`config.mk`:
```
export PLATFORM = sky130hd
export DESIGN_NAME = dreq_fifo_bridge
export DESIGN_NICKNAME = d
export VERILOG_FILES = /design/src/rtl/dreq_bridge_pkg.sv /design/src/rtl/dreq_shift_fifo.sv /design/src/rtl/dreq_len_ctrl.sv /design/src/rtl/dreq_flag_decode.sv /design/src/rtl/dreq_fifo_bridge.sv
export SDC_FILE = /design/constraint.sdc
export NUM_CORES = 1
export LEC_CHECK = 0
export ABC_AREA = 1
export BUFFER_PORTS_ARGS = -buffer_cell sky130_fd_sc_hd__buf_4
export CAP_MARGIN = 20
export CORE_MARGIN = 1.5
export CORE_UTILIZATION = 53
export CTS_BUF_LIST = sky130_fd_sc_hd__clkbuf_4 sky130_fd_sc_hd__clkbuf_8 sky130_fd_sc_hd__clkbuf_16
export DETAILED_ROUTE_END_ITERATION = 8
export PLACE_DENSITY = 0.73
export RECOVER_POWER = 50
export SYNTH_ARGS = -nofsm -noshare
export SYNTH_HDL_FRONTEND = slang
export SYNTH_SLANG_ARGS = --single-unit
```
`constraint.sdc`:
```
create_clock -name clk -period 2.32 [get_ports clk]
set_input_delay 0 -clock clk [delete_from_list [all_inputs] [get_ports clk]]
set_output_delay 0 -clock clk [all_outputs]
set_load 0.01 [all_outputs]
```
`src/rtl/dreq_bridge_pkg.sv`:
```
package dreq_bridge_pkg;
  localparam int unsigned WORD_W = 16;
  localparam int unsigned GROUP  = 4;
  typedef logic [WORD_W-1:0] word_t;
endpackage

```
`src/rtl/dreq_shift_fifo.sv`:
```
module dreq_shift_fifo
  import dreq_bridge_pkg::*;
#(
  parameter int unsigned DEPTH = 8,
  localparam int unsigned CNT_W = $clog2(DEPTH + 1)
) (
  input  logic             clk,
  input  logic             rst_n,
  input  logic             push_ok,
  input  logic             pop_ok,
  input  word_t            push_word,
  output word_t            head_word,
  output logic [CNT_W-1:0] occ
);
  logic [DEPTH-1:0][WORD_W-1:0] slot_bus;
  logic [CNT_W-1:0]             occ_q, occ_d;

  // occupancy next-state
  always_comb begin
    occ_d = occ_q;
    if (push_ok && !pop_ok)      occ_d = occ_q + CNT_W'(1);
    else if (pop_ok && !push_ok) occ_d = occ_q - CNT_W'(1);
  end

  always_ff @(posedge clk or negedge rst_n) begin
    if (!rst_n)                occ_q <= '0;
    else if (push_ok || pop_ok) occ_q <= occ_d;
  end

  for (genvar i = 0; i < DEPTH; i++) begin : g_slot
    word_t q, d, above;
    logic  en;

    if (i < DEPTH - 1) begin : g_mid
      assign above = word_t'(slot_bus[i+1]);
    end else begin : g_top
      assign above = q;
    end

    always_comb begin
      d  = q;
      en = 1'b0;
      if (pop_ok) begin
        en = 1'b1;
        d  = above;
        if (push_ok && (occ_q == CNT_W'(i + 1))) d = push_word;
      end else if (push_ok && (occ_q == CNT_W'(i))) begin
        en = 1'b1;
        d  = push_word;
      end
    end

    always_ff @(posedge clk or negedge rst_n) begin
      if (!rst_n)  q <= '0;
      else if (en) q <= d;
    end

    assign slot_bus[i] = q;
  end

  assign head_word = word_t'(slot_bus[0]);
  assign occ       = occ_q;
endmodule

```
`src/rtl/dreq_len_ctrl.sv`:
```
module dreq_len_ctrl #(
  parameter int unsigned LEN_W = 16
) (
  input  logic             clk,
  input  logic             rst_n,
  input  logic             en_wr,
  input  logic             en_val,
  input  logic             len_wr,
  input  logic [LEN_W-1:0] len_val,
  input  logic             push_req,
  input  logic             pop_ok,
  output logic             en_out,
  output logic [LEN_W-1:0] len_out,
  output logic             err_out
);
  logic             en_q, en_d;
  logic [LEN_W-1:0] len_q, len_d;
  logic             err_q, err_d;
  logic             len_nz, last_word;

  assign len_nz    = (len_q != '0);
  assign last_word = pop_ok && (len_q == LEN_W'(1)) && !len_wr;

  always_comb begin
    len_d = len_q;
    if (len_wr)                len_d = len_val;
    else if (pop_ok && len_nz) len_d = len_q - LEN_W'(1);
  end

  always_comb begin
    en_d = en_q;
    if (en_wr)          en_d = en_val;
    else if (last_word) en_d = 1'b0;
  end

  assign err_d = push_req && !en_q;

  always_ff @(posedge clk or negedge rst_n) begin
    if (!rst_n) begin
      en_q  <= 1'b0;
      len_q <= '0;
      err_q <= 1'b0;
    end else begin
      if (en_wr || last_word)         en_q  <= en_d;
      if (len_wr || (pop_ok && len_nz)) len_q <= len_d;
      err_q <= err_d;
    end
  end

  assign en_out  = en_q;
  assign len_out = len_q;
  assign err_out = err_q;
endmodule

```
`src/rtl/dreq_flag_decode.sv`:
```
module dreq_flag_decode
  import dreq_bridge_pkg::*;
#(
  parameter int unsigned DEPTH = 8,
  localparam int unsigned CNT_W = $clog2(DEPTH + 1)
) (
  input  logic [CNT_W-1:0] occ,
  output logic             full,
  output logic             empty,
  output logic             group_ready
);
  assign full        = (occ == CNT_W'(DEPTH));
  assign empty       = (occ == '0);
  assign group_ready = !empty && ((occ % CNT_W'(GROUP)) == '0);
endmodule

```
`src/rtl/dreq_fifo_bridge.sv`:
```
module dreq_fifo_bridge
  import dreq_bridge_pkg::*;
#(
  parameter int unsigned DEPTH = 8,
  parameter int unsigned LEN_W = 16,
  localparam int unsigned CNT_W = $clog2(DEPTH + 1)
) (
  input  logic             clk,
  input  logic             rst_n,
  input  logic             host_en_wr,
  input  logic             host_en_val,
  input  logic             host_len_wr,
  input  logic [LEN_W-1:0] host_len_val,
  input  logic             host_push,
  input  logic [15:0]      host_data,
  input  logic             dma_pop,
  input  logic             dma_tc_zero,
  output logic [15:0]      dma_data,
  output logic             dma_dreq,
  output logic             fifo_full,
  output logic [CNT_W-1:0] fifo_count,
  output logic             xfer_en,
  output logic [LEN_W-1:0] len_remaining,
  output logic             push_err
);
  logic             full_w, empty_w, group_w, push_ok, pop_ok, en_w;
  logic [CNT_W-1:0] occ_w;
  word_t            head_w;

  assign push_ok = host_push && en_w && !full_w;
  assign pop_ok  = dma_pop && !dma_tc_zero && !empty_w;

  dreq_shift_fifo #(.DEPTH(DEPTH)) u_fifo (
    .clk       (clk),
    .rst_n     (rst_n),
    .push_ok   (push_ok),
    .pop_ok    (pop_ok),
    .push_word (word_t'(host_data)),
    .head_word (head_w),
    .occ       (occ_w)
  );

  dreq_flag_decode #(.DEPTH(DEPTH)) u_flags (
    .occ         (occ_w),
    .full        (full_w),
    .empty       (empty_w),
    .group_ready (group_w)
  );

  dreq_len_ctrl #(.LEN_W(LEN_W)) u_len (
    .clk      (clk),
    .rst_n    (rst_n),
    .en_wr    (host_en_wr),
    .en_val   (host_en_val),
    .len_wr   (host_len_wr),
    .len_val  (host_len_val),
    .push_req (host_push),
    .pop_ok   (pop_ok),
    .en_out   (en_w),
    .len_out  (len_remaining),
    .err_out  (push_err)
  );

  assign dma_data   = 16'(head_w);
  assign dma_dreq   = group_w;
  assign fifo_full  = full_w;
  assign fifo_count = occ_w;
  assign xfer_en    = en_w;
endmodule

```
# ---- After elaboration in Yosys (flattened, before gate mapping)
# Index checks and enable logic that the tools add are counted.
dict set report totals {
  regBits 150
  latch_bits 0
  ramBits 0
  rom_bits 0
  elab_cells 106
  memories 0
}
dict set report classes {
  n_addsub 3
  multipliers 0
  div 0
  magnitude_cmp 0
  eq_ne 10
  n_shift 0
  mux 39
  bitwise_logic 0
  n_reduce_logical 42
}
# op count
set ops {}
lappend ops {{16-bit 2-to-1 mux} 19}
lappend ops {{1-bit logical AND} 20}
lappend ops {{1-bit 2-to-1 mux} 18}
lappend ops {{16-bit by 1-bit equality test with 1-bit output, second input constant} 1}
lappend ops {{4-bit by 3-bit equality test with 1-bit output, second input constant} 4}
lappend ops {{16-bit nonzero test} 1}
lappend ops {{16-bit by 1-bit subtractor with 16-bit output, second input constant} 1}
lappend ops {{2-bit AND reduction} 5}
lappend ops {{4-bit by 2-bit equality test with 1-bit output, second input constant} 2}
lappend ops {{4-bit zero test} 2}
lappend ops {{4-bit 2-to-1 mux} 2}
lappend ops {{2-bit nonzero test} 4}
lappend ops {{1-bit zero test} 7}
lappend ops {{4-bit by 1-bit adder with 4-bit output, second input constant} 1}
lappend ops {{4-bit by 1-bit equality test with 1-bit output, second input constant} 1}
lappend ops {{4-bit equality test, second input constant} 1}
lappend ops {{4-bit by 1-bit subtractor with 4-bit output, second input constant} 1}
lappend ops {{1-bit logical OR} 3}
lappend ops {{2-bit != test, second input constant} 1}

# ---- Logic depth before layout (Yosys ltp)
dict set report logic_depth {
  depth_word 7
  mapped_depth 11
}

# ---- Hierarchy
# A second synthesis with hierarchy kept.
dict set report unflattened {
  hier_cells 1074
  area_unflattened_um2 8132.8
}
# module instances cells_each area_per_inst_um2 seq_area_each_um2
set by_module_without_submodules {}
lappend by_module_without_submodules {dreq_shift_fifo 1 860 6760.2 3303.2}
lappend by_module_without_submodules {dreq_len_ctrl 1 198 1307.5 450.4}
lappend by_module_without_submodules {dreq_flag_decode 1 11 43.8 0.0}
lappend by_module_without_submodules {dreq_fifo_bridge 1 5 21.3 0.0}

# ---- Worst setup path after synthesis
# Ideal clock, no wire load.
dict set report synth_path {
  path_type {register to register}
  start {reg u_fifo.occ_q[0], in the netlist u_fifo.occ[0]}
  end {reg u_fifo.occ_q[2], in the netlist u_fifo.occ[2]}
  setup_time_ns 0.118
  arrival_ns 2.152
  slack_ns 0.050
  stages_incl_launch_ff 12
  n_path_buf 2
  period_less_slack_ns 2.270
  path_cell_list {dfrtp_1 > inv_1 > ha_1 > nand2_1 > o21ai_4 > buf_2 > buf_2 > ha_1 > a21oi_1 > o21ai_0 > xor2_1 > inv_1}
}
dict set report synth_between {
  elab_chain_len 7
}
# item line
set synth_rtl {}
lappend synth_rtl {{from (decl)} dreq_shift_fifo.sv:16} ;# logic [CNT_W-1:0] occ_q, occ_d;
lappend synth_rtl {{from (signal assigned)} dreq_shift_fifo.sv:26} ;# if (!rst_n) occ_q <= '0;
lappend synth_rtl {{from (signal assigned)} dreq_shift_fifo.sv:27} ;# else if (push_ok || pop_ok) occ_q <= occ_d;
lappend synth_rtl {{4-bit equality test / 4-bit zero test (equally long branches)} {dreq_flag_decode.sv:12, dreq_flag_decode.sv:13}}
lappend synth_rtl {{1-bit zero test, on equally long branches} {dreq_fifo_bridge.sv:30, dreq_fifo_bridge.sv:31}}
lappend synth_rtl {{1-bit logical AND, on equally long branches} {dreq_fifo_bridge.sv:30, dreq_fifo_bridge.sv:31}}
lappend synth_rtl {{1-bit zero test, on equally long branches} {dreq_shift_fifo.sv:22, dreq_shift_fifo.sv:21}}
lappend synth_rtl {{1-bit logical AND, on equally long branches} {dreq_shift_fifo.sv:22, dreq_shift_fifo.sv:21}}
lappend synth_rtl {{2-bit nonzero test (no source line)} -}
lappend synth_rtl {{2-bit AND reduction (no source line)} -}
# Several ways; a longest one is shown, not always the timed one. The select of a mux whose other input is x is not followed.
# A chain may end at the register's enable or synchronous reset.

# ---- Worst setup path in the final report
dict set report layout_path {
  start {reg u_fifo.occ_q[1], in the netlist u_fifo.occ[1]}
  end {reg u_fifo.g_slot[0].q[5], in the netlist u_fifo.head_word[5]}
}
dict set report layout_between {
  elab_chain_len 7
}
# item line
set layout_rtl {}
lappend layout_rtl {{4-bit equality test} dreq_flag_decode.sv:12} ;# assign full = (occ == CNT_W'(DEPTH));
lappend layout_rtl {{1-bit zero test} dreq_fifo_bridge.sv:30} ;# assign push_ok = host_push && en_w && !full_w;
lappend layout_rtl {{1-bit logical AND} dreq_fifo_bridge.sv:30}
lappend layout_rtl {{1-bit logical AND} dreq_shift_fifo.sv:47} ;# end else if (push_ok && (occ_q == CNT_W'(i))) begin
lappend layout_rtl {{1-bit 2-to-1 mux} dreq_shift_fifo.sv:47}
lappend layout_rtl {{1-bit 2-to-1 mux} dreq_shift_fifo.sv:43} ;# if (pop_ok) begin
lappend layout_rtl {{2-bit AND reduction (no source line)} -}
lappend layout_rtl {{to (signal assigned)} dreq_shift_fifo.sv:54} ;# if (!rst_n) q <= '0;
lappend layout_rtl {{to (signal assigned)} dreq_shift_fifo.sv:55} ;# else if (en) q <= d;
lappend layout_rtl {{to (decl)} dreq_shift_fifo.sv:31} ;# word_t q, d, above;
# Several ways; a longest one is shown, not always the timed one.

==> reports/results.txt <==
Critical Path Max Stage Delay -> 0.38 ns
Clock latency at the later pin of the worst-skew pair -> 0.43 ns
EDFF count, synth -> 0
Worst Hold Class -> in -> reg
Ys async rst share -> 1.00
CP delay by family, top -> buffers and inverters
Via density -> 5.30
Failing checks -> max-capacitance violations, max-slew violations
Post-route ant nets -> 0
Area grow syn2layout -> 22.4%
Total track usage -> 0.274
Post-route minimum period -> 2.13 ns
Post-Syn Area -> 7650 um2
Leak -> 0.00459 uW
Worst reg2reg path depth -> 10
VDD IR max -> 0.572 mV
Boundary pin count -> 80
Vias in the first global route -> 6707
Period Utilization, post-route -> 0.917
Critical path depth -> 10
Gr ovfl total -> 0
Synth top area cells -> dfrtp_1 49%, nand2_1 18%, o21ai_0 10%
Fin cells -> 1317
PortBufs -> 79
Critical path startpoint category -> flip-flop
Count leader, synth -> nand2_1
Clk slew on worst S/H paths -> 0.06 ns
Yosys top cell area share -> 0.490
Starting density of the core -> 0.547
Clock Tree Buf Depth -> 2
CTS root buffer -> clkbuf_16
Predominant post-synthesis flop cell -> dfrtp_1
Share of cells above drive strength 1 -> 0.132
Pins over their slew limit -> 63
Final GP Congestion -> 0.796
CP Class -> reg -> reg
WP buf/inv -> 4
Worst clock skew -> 0.00532 ns
CTS Buf Count -> 17
DR iter-0 viols -> 563
Crit. End Element -> flip-flop
CTS tree -> built
Post-synth net total -> 1059
Rel. slew slack -> -0.0559
Die area -> 15200 um2
Placeable Area -> 14000 um2
Final-report hold violation count -> 0
Synth cell count leaders -> 362 x nand2_1, 155 x o21ai_0, 150 x dfrtp_1
FF-to-FF setup slack -> 0.19 ns
Critical Path End -> u_fifo.head_word[5]
Pwr dens -> 1020 nW/um2
Avg WL per Cell -> 14.7 um
Clk sink count -> 150
Critical Path Fanout Max -> 98
DRC -> 0
Area leader, netlist -> dfrtp_1
Top achievable clock speed -> 470 MHz
Largest net degree at the start of global routing -> 99
Tightest Pin Transition -> 1.58 ns
Final wirelength -> 19300 um
Die width -> 123 um
RSZ-0062 raised after global routing -> no
Dpl hpwl -> 11700 um
Critical R2R Capture -> u_fifo.head_word[5]
Nets -> 1171
Placement Rows -> 43
Initial antenna violation count -> 0
#FFs+latches synth -> 150
Drt first pass iters -> 5
Syn Inst Count -> 1012
Worst setup path start -> u_fifo.occ[1]
Final Setup Violations -> 0
Outcome -> finished with violations
Crit path cell chain -> inv_1, ha_1, nand2_1, o21ai_4, buf_12, buf_4, nand3_1, o21ai_0, inv_1, nand2_1
Die height -> 123 um
H-tree Lvls -> 4
Vias -> 6986
Diodes inserted -> 0
Post-synthesis sequential area ratio -> 0.490
Placed cell count -> 1240
Synth warn -> 0
Crit path DAT -> 2.50 ns
Required time worst endpoint -> 2.69 ns
Reg-to-reg startpoint -> u_fifo.occ[1]
Critical Path Slowest Stage Cell -> dfrtp_1
# Max-Cap Violations -> 1
Syn avg cell area -> 7.56 um2
Post-synthesis cell type count -> 30
Setup TNS -> 0 ns
First-pass GRT wire length -> 32300 um
## kinds of logic (layout without fill, tap and decap cells)
kind of cell | after synthesis | after routing | synth area share
buffers and inverters | 114 | 239 | 0.0651
AND/OR/NAND/NOR | 500 | 500 | 0.263
flip-flops | 150 | 150 | 0.490
adder cells (fa/ha/maj) | 7 | 7 | 0.0114
AO/OA/AOI/OAI | 234 | 234 | 0.162
XOR/XNOR | 7 | 7 | 0.00801
## cells in the final DEF (no fill, tap or decap), types with 2 or more instances in the layout
master and instances:
ha_1 7, nand2_4 3, buf_4 75, clkbuf_1 18
nand2_1 362, buf_12 4, a21oi_2 12, inv_1 56
a21oi_1 21, nor2_2 5, clkbuf_4 2, xor2_1 5
nand3_1 43, clkinvlp_4 3, or2_2 6, o21ai_1 40
o21bai_1 4, clkinv_4 2, clkbuf_16 17, dfrtp_1 150
dlygate4sd3_1 45, clkbuf_8 2, clkbuf_2 4, o21ai_0 155
clkinv_2 6, xnor2_1 2, inv_2 2, nand2_2 2
nand4_1 3, nor2_1 72
## metal layers
metal,global-route usage,vias up,share of wire
met3,0.0484,21,0.042
li1,-,3475,-
met2,0.473,170,0.50
met5,0,-,0
met1,0.355,3320,0.45
met4,0.0812,0,0.014
## worst min-delay path by stage
| stage | end | cells after the start | slack [ns] | start |
|---|---|---|---|---|
| floorplan | u_fifo.g_slot[0].above[0] | 0 | -0.30 | rst_n |
| global placement | u_fifo.g_slot[0].above[0] | 1 | 0.02 | rst_n |
| detailed placement | u_fifo.g_slot[0].above[0] | 1 | 0.02 | rst_n |
| CTS | u_len.len_out[0] | 5 | 0.007 | host_len_wr |
| global route | u_len.len_out[0] | 4 | 0.09 | host_len_wr |
| finish | u_len.len_out[0] | 4 | 0.04 | host_len_wr |
## state kept, by name, summed over array words and instances, names as in the netlist
name,cells
u_fifo.head_word,16
u_fifo.g_slot.above,112
u_len.en_out,1
u_len.len_out,16
u_fifo.occ,4
u_len.err_out,1
## worst reg2reg max path: stages, from the launching register on
cell and delay (ns):
dfrtp_1 0.38, inv_1 0.08, ha_1 0.26, nand2_1 0.12, o21ai_4 0.20, buf_12 0.36
buf_4 0.38, nand3_1 0.09, o21ai_0 0.09, inv_1 0.06, nand2_1 0.06
## final cells by class
cell class / count / area [um2]
clock buffers: 20 / 460
clock inverters: 12 / 104
fillers: 1206 / 4620
inverters: 60 / 226
multi-input cells: 748 / 3410
flip-flops and latches: 150 / 3750
well taps: 180 / 225
repair buffers: 147 / 1190
## power by group
| group | switching, uW | leakage (uW) | internal (uW) |
|---|---|---|---|
| sequential | 426 | 0.00198 | 3480 |
| combinational | 1800 | 0.00233 | 1180 |
| clock | 1110 | 0.000275 | 1540 |
| total | 3330 | 0.00459 | 6190 |
## what timing repair did
item                                   in CTS  in global routing
setup buffers                               0                  0
gates resized for setup                     1                  0
endpoints found under the hold margin     119                  0
hold buffers                               45                  0
setup endpoints to repair                   1                  0
## metrics by stage
step / area, um2 / util / setup WS (ns) / total power (uW) / hold slack, ns
2_1_floorplan: 7650 / - / 0.0495 / 5900 / -0.296
3_3_place_gp: 8440 / 0.603 / 0.143 / 6810 / 0.0221
3_5_place_dp: 8440 / 0.603 / -0.00755 / 6920 / 0.0214
4_1_cts: 9460 / 0.676 / 0.201 / 9640 / 0.00747
5_1_grt: 9370 / 0.670 / 0.00370 / 10300 / 0.0884
6_report: 9370 / 0.670 / 0.192 / 9530 / 0.0370
No activity file was read; power rests on OpenSTA's default activity.
